[config.mk]
export PLATFORM = sky130hd
export DESIGN_NAME = evt_timer
export DESIGN_NICKNAME = d
export VERILOG_FILES = /design/src/rtl/evt_timer_pkg.sv /design/src/rtl/evt_sync.sv /design/src/rtl/evt_prescaler.sv /design/src/rtl/evt_detect.sv /design/src/rtl/evt_counter.sv /design/src/rtl/evt_timer.sv
export SDC_FILE = /design/constraint.sdc
export NUM_CORES = 1
export LEC_CHECK = 0
export ABC_AREA = 1
export BUFFER_PORTS_ARGS = -buffer_cell sky130_fd_sc_hd__buf_2
export CAP_MARGIN = 20
export CELL_PAD_IN_SITES_DETAIL_PLACEMENT = 1
export CELL_PAD_IN_SITES_GLOBAL_PLACEMENT = 1
export CORE_ASPECT_RATIO = 1.1
export CORE_MARGIN = 2
export CORE_UTILIZATION = 41
export CTS_BUF_LIST = sky130_fd_sc_hd__clkbuf_2
export DETAILED_ROUTE_END_ITERATION = 8
export GPL_TIMING_DRIVEN = 0
export PLACE_DENSITY_LB_ADDON = 0.08
export SLEW_MARGIN = 20
export SYNTH_ARGS = -nofsm -noshare
export SYNTH_HDL_FRONTEND = slang
export SYNTH_HIERARCHICAL = 1
export SYNTH_SLANG_ARGS = --single-unit
[constraint.sdc]
create_clock -name clk -period 2.59 [get_ports clk]
set_clock_uncertainty 0.2 [all_clocks]
set_input_delay 0.1295 -clock clk [delete_from_list [all_inputs] [get_ports clk]]
set_output_delay 0.1295 -clock clk [all_outputs]
set_load 0.02 [all_outputs]
[src/rtl/evt_timer_pkg.sv]
package evt_timer_pkg;

  typedef enum logic [1:0] {
    RATE_DIV1   = 2'b00,
    RATE_DIV4   = 2'b01,
    RATE_DIV32  = 2'b10,
    RATE_DIV256 = 2'b11
  } rate_e;

  // Terminal value of the prescaler counter (divide ratio minus one).
  function automatic logic [7:0] rate_last(input logic [1:0] sel);
    case (rate_e'(sel))
      RATE_DIV1:  rate_last = 8'd0;
      RATE_DIV4:  rate_last = 8'd3;
      RATE_DIV32: rate_last = 8'd31;
      default:    rate_last = 8'd255;
    endcase
  endfunction

endpackage

[src/rtl/evt_sync.sv]
module evt_sync #(
  parameter int STAGES = 2
) (
  input  logic clk,
  input  logic rst,
  input  logic async_in,
  output logic sync_now,
  output logic sync_prev
);
  logic [STAGES-1:0] chain;
  logic              hist;

  genvar g;
  generate
    for (g = 0; g < STAGES; g++) begin : g_stage
      if (g == 0) begin : g_first
        always_ff @(posedge clk) begin
          if (rst) chain[0] <= 1'b0;
          else     chain[0] <= async_in;
        end
      end else begin : g_next
        always_ff @(posedge clk) begin
          if (rst) chain[g] <= 1'b0;
          else     chain[g] <= chain[g-1];
        end
      end
    end
  endgenerate

  // One extra stage of history for edge detection.
  always_ff @(posedge clk) begin
    if (rst) hist <= 1'b0;
    else     hist <= chain[STAGES-1];
  end

  assign sync_now  = chain[STAGES-1];
  assign sync_prev = hist;
endmodule

[src/rtl/evt_prescaler.sv]
module evt_prescaler
  import evt_timer_pkg::*;
#(
  parameter int PRE_W = 8
) (
  input  logic       clk,
  input  logic       rst,
  input  logic [1:0] rate_sel,
  output logic       tick
);
  logic [1:0]       rate_q;
  logic [PRE_W-1:0] phase;
  logic [PRE_W-1:0] last;
  logic             rate_chg;

  assign rate_chg = (rate_sel != rate_q);
  assign last     = PRE_W'(rate_last(rate_q));
  assign tick     = !rate_chg && (phase == last);

  always_ff @(posedge clk) begin
    if (rst) begin
      rate_q <= RATE_DIV1;
      phase  <= '0;
    end else begin
      rate_q <= rate_sel;
      if (rate_chg || tick) phase <= '0;
      else                  phase <= phase + 1'b1;
    end
  end
endmodule

[src/rtl/evt_detect.sv]
module evt_detect (
  input  logic sync_now,
  input  logic sync_prev,
  input  logic gate_mode,
  input  logic polarity,
  input  logic tick,
  output logic cnt_inc,
  output logic flag_set
);
  logic act_now;
  logic act_prev;

  assign act_now  = (sync_now  == polarity);
  assign act_prev = (sync_prev == polarity);

  always_comb begin
    if (gate_mode) begin
      cnt_inc  = act_now & tick;
      flag_set = act_prev & ~act_now;
    end else begin
      cnt_inc  = act_now & ~act_prev;
      flag_set = act_now & ~act_prev;
    end
  end
endmodule

[src/rtl/evt_counter.sv]
module evt_counter #(
  parameter int CNT_W = 8
) (
  input  logic             clk,
  input  logic             rst,
  input  logic             cnt_inc,
  input  logic             flag_set,
  input  logic             flag_clr,
  output logic [CNT_W-1:0] count,
  output logic             flag
);
  always_ff @(posedge clk) begin
    if (rst) begin
      count <= '0;
      flag  <= 1'b0;
    end else begin
      if (cnt_inc)       count <= count + 1'b1;
      if (flag_set)      flag  <= 1'b1;
      else if (flag_clr) flag  <= 1'b0;
    end
  end
endmodule

[src/rtl/evt_timer.sv]
module evt_timer #(
  parameter int CNT_W   = 8,
  parameter int PRE_W   = 8,
  parameter int SYNC_ST = 2
) (
  input  logic             clk,
  input  logic             rst,
  input  logic             ext_in,
  input  logic [1:0]       rate_sel,
  input  logic             gate_mode,
  input  logic             polarity,
  input  logic             flag_clr,
  output logic [CNT_W-1:0] count,
  output logic             in_flag
);
  logic sync_now, sync_prev, tick, cnt_inc, flag_set;

  evt_sync #(.STAGES(SYNC_ST)) u_sync (
    .clk(clk), .rst(rst), .async_in(ext_in),
    .sync_now(sync_now), .sync_prev(sync_prev)
  );

  evt_prescaler #(.PRE_W(PRE_W)) u_pre (
    .clk(clk), .rst(rst), .rate_sel(rate_sel), .tick(tick)
  );

  evt_detect u_det (
    .sync_now(sync_now), .sync_prev(sync_prev), .gate_mode(gate_mode),
    .polarity(polarity), .tick(tick), .cnt_inc(cnt_inc), .flag_set(flag_set)
  );

  evt_counter #(.CNT_W(CNT_W)) u_cnt (
    .clk(clk), .rst(rst), .cnt_inc(cnt_inc), .flag_set(flag_set),
    .flag_clr(flag_clr), .count(count), .flag(in_flag)
  );
endmodule

==> impl_metrics.csv <==
group,metric,value,unit
worst_setup_path,crit_path_cell_trace,"inv_1, nand2_1, nand2_2, nand3b_2, nand2_1, a21oi_1, dlygate4sd3_1, nor2_1, dlygate4sd3_1",
pwr,powerDensity,492,mW/mm2
logic_synthesis,syn_inst,155,
logic_synthesis,yosys_register_bits,22,
placement,pre_cts_ws,505,ps
global_routing,grt_usage,20.2,%
finish,syn_to_final_growth,24.0,%
drt,first_pass_iters,4,
sta,post-route-period-util,91.1,%
sta,max_slew_margin,83.1,%
cts,clk_pin_slew,220,ps
die,die_h,58.3,um
logic_synthesis,syn_avg_cell_area,7.10,um2
worst_setup_path,slowest_stage,"dlygate4sd3_1",
flow_run,maxCapViolations,0,
cts,cts_buffer_depth,2,
die,initial_core_util,43.6,%
logic_synthesis,yosys_warnings,6,
die,die_w,53.4,um
worst_setup_path,r2r_slack,230,ps
cts,worstSkewPairLatency,320,ps
worst_setup_path,critical_path_class,"reg -> reg",
sta,tightest_slew,253,ps
finish,antenna_cells,0,
cts,clock-root-buffer,"clkbuf_2",
sta,hold_violations,0,
global_routing,grt_pass1_vias,1117,
sta,setup_violations,0,
drt,wl_met1,1220,um
placement,dpl-instance-area,0.00122,mm2
logic_synthesis,synthesis.area,0.00110,mm2
worst_setup_path,worstPathArrival,2400,ps
worst_setup_path,crit_path_max_incr_delay,570,ps
logic_synthesis,synth_seq_area_share,40.0,%
placement,post-dp-hpwl,1850,um
drt,routed.top_layer,"met4",
drt,num_vias,1045,
worst_setup_path,cp_top_family,"buffers and inverters",
die,coreArea,0.00252,mm2
drt,drc,0,
drt,ant_nets,0,
drt,wl_met3,58,um
global_routing,grt_pass1_wl,4660,um
worst_setup_path,crit_buf_inv,3,
logic_synthesis,post_synth_num_cell_types,22,
global_routing,antenna_found_initial,0,
drt,viasPerCell,4.84,
worst_hold_path,hold_path_class,"in -> reg",
finish,fillCellCount,354,
die,ios,17,
worst_setup_path,crit_path_end_kind,"flop",
placement,gp_congestion,0.748,
finish,layout.nets,196,
sta,final_max_slew_viol_count,0,
worst_setup_path,cp.required,2630,ps
sta,setup_ws,229,ps
sta,fmax,424,MHz
die,die_area,0.00311,mm2
drt,drt-initial-drc-count,12,
drt,routed_wl,2720,um
worst_setup_path,path_max_fanout,4,
global_routing,overflow,0,
pwr,ir_worst_vdd,0.338,mV
placement,dpl.cell_count,202,
worst_setup_path,startpoint_type,"flop",
run_status,outcome,"complete, no violations",
finish,drive_gt1_share,19.5,%
pwr,p_leak,0.000658,uW
logic_synthesis,syn_nets,165,
die,rows,19,
sta,min_period,2360,ps
global_routing,grt_max_degree,14,
cts,cts_tree,"done",
cts,cts_buffers,3,
cts,cts_resized,0,
finish,finish.instance_area,0.00136,mm2
sta,rsz0062_at_grt,"false",
cts,htree_levels,1,
placement,io_buffers,16,
cts,hold_buffers,10,
finish,final_cells,216,
drt,wl_per_cell,12.6,um
cts,cts.sinks,22,
cts,post-cts-setup-buffer-count,0,
sta,setup_tns,0,ps
drt,wl_met2,1430,um
[path summary, 6_finish.rpt]
path,startpoint,end,cells past startpoint
worst max-delay path,u_sync/sync_now,u_cnt/flag,9
worst min-delay path,gate_mode,u_cnt/count[1],4
worst max register to register,u_sync/sync_now,u_cnt/flag,9
worst min register to register,u_sync/chain[0],u_sync/sync_now,2
[registers in the layout, summed over array words and instances (netlist names)]
register / count
u_sync/chain: 1
u_pre/rate_q: 2
u_pre/phase: 8
u_cnt/flag: 1
u_sync/sync_now: 1
u_cnt/count: 8
u_sync/sync_prev: 1
[synth_stat cells]
cell,count,area share (%)
nand4_1,2,1.1
nor2_2,1,0.57
buf_6,1,1.0
nand3_1,7,3.2
o21ai_0,7,3.2
ha_1,2,2.3
nor2_4,2,2.0
xor2_1,2,1.6
xnor2_1,4,3.2
nor3_1,3,1.4
nor2_1,24,8.2
nand2_4,1,1.0
nand3_2,2,1.8
dfxtp_1,22,40
o21ai_1,1,0.45
inv_1,21,7.2
inv_2,3,1.0
a21oi_1,8,3.6
nand2_1,36,12
nand3b_2,1,1.0
nand2_2,4,2.3
nor3_4,1,1.5
[cells by family after synthesis]
| logic type | share of synthesized area (%) |
|---|---|
| buffers and inverters | 9.22 |
| adders and majority gates | 2.27 |
| xor gates and xnor gates | 4.78 |
| and+or+nand+nor | 36.4 |
| AOI/OAI and AO/OA | 7.28 |
| DFF | 40.0 |
[placed cells by master (no fill, tap or decap), types with 2 or more instances in the layout]
cell type       n
xnor2_1         4
buf_2          16
nor2_4          2
nand3_2         2
clkbuf_2        3
dlygate4sd3_1  10
nand3_1         7
nand2_1        36
nand4_1         2
nand2_2         4
inv_2           3
nor3_1          3
ha_1            2
xor2_1          2
nor2_1         24
o21ai_0         7
inv_1          21
a21oi_1         8
dfxtp_1        22
[per-stage QoR]
step                      hold slack, ps  power [uW]  util (%)
after floorplan                    0.676         402         -
after global placement               128         420      48.4
after detailed placement             147         424      48.4
after CTS                           81.2         678      54.1
after global routing                98.7         708      54.1
final                               91.5         671      54.1
[cell type report]
type | count | area (um2) | area share (%)
Buffer | 1 | 11.3 | 0.826
Clock buffer | 3 | 15.0 | 1.10
Clock inverter | 1 | 30.0 | 2.20
Inverter | 24 | 90.1 | 6.61
Multi-Input combinational cell | 108 | 558 | 40.9
Sequential cell | 22 | 440 | 32.3
Tap cell | 31 | 38.8 | 2.84
Timing Repair Buffer | 26 | 180 | 13.2
[worst reg2reg max path: stages (launching register included)]
cell and delay (ps):
dfxtp_1 450, inv_1 90, nand2_1 90, nand2_2 60
nand3b_2 80, nand2_1 50, a21oi_1 100, dlygate4sd3_1 560
nor2_1 40, dlygate4sd3_1 570
[power by group]
part / leakage (uW) / total, uW / internal, uW / switching, uW
clock: 0.0000266 / 238 / 133 / 105
sequential: 0.000179 / 355 / 347 / 8.07
combinational: 0.000452 / 77.8 / 34.4 / 43.4
[metal layers]
layer | global-route usage, % | vias up
met4 | 6.59 | 0
met2 | 37.6 | 13
met1 | 22.9 | 494
li1 | - | 536
met5 | 0 | -
met3 | 3.05 | 2
No activity file was read; power rests on OpenSTA's default activity.
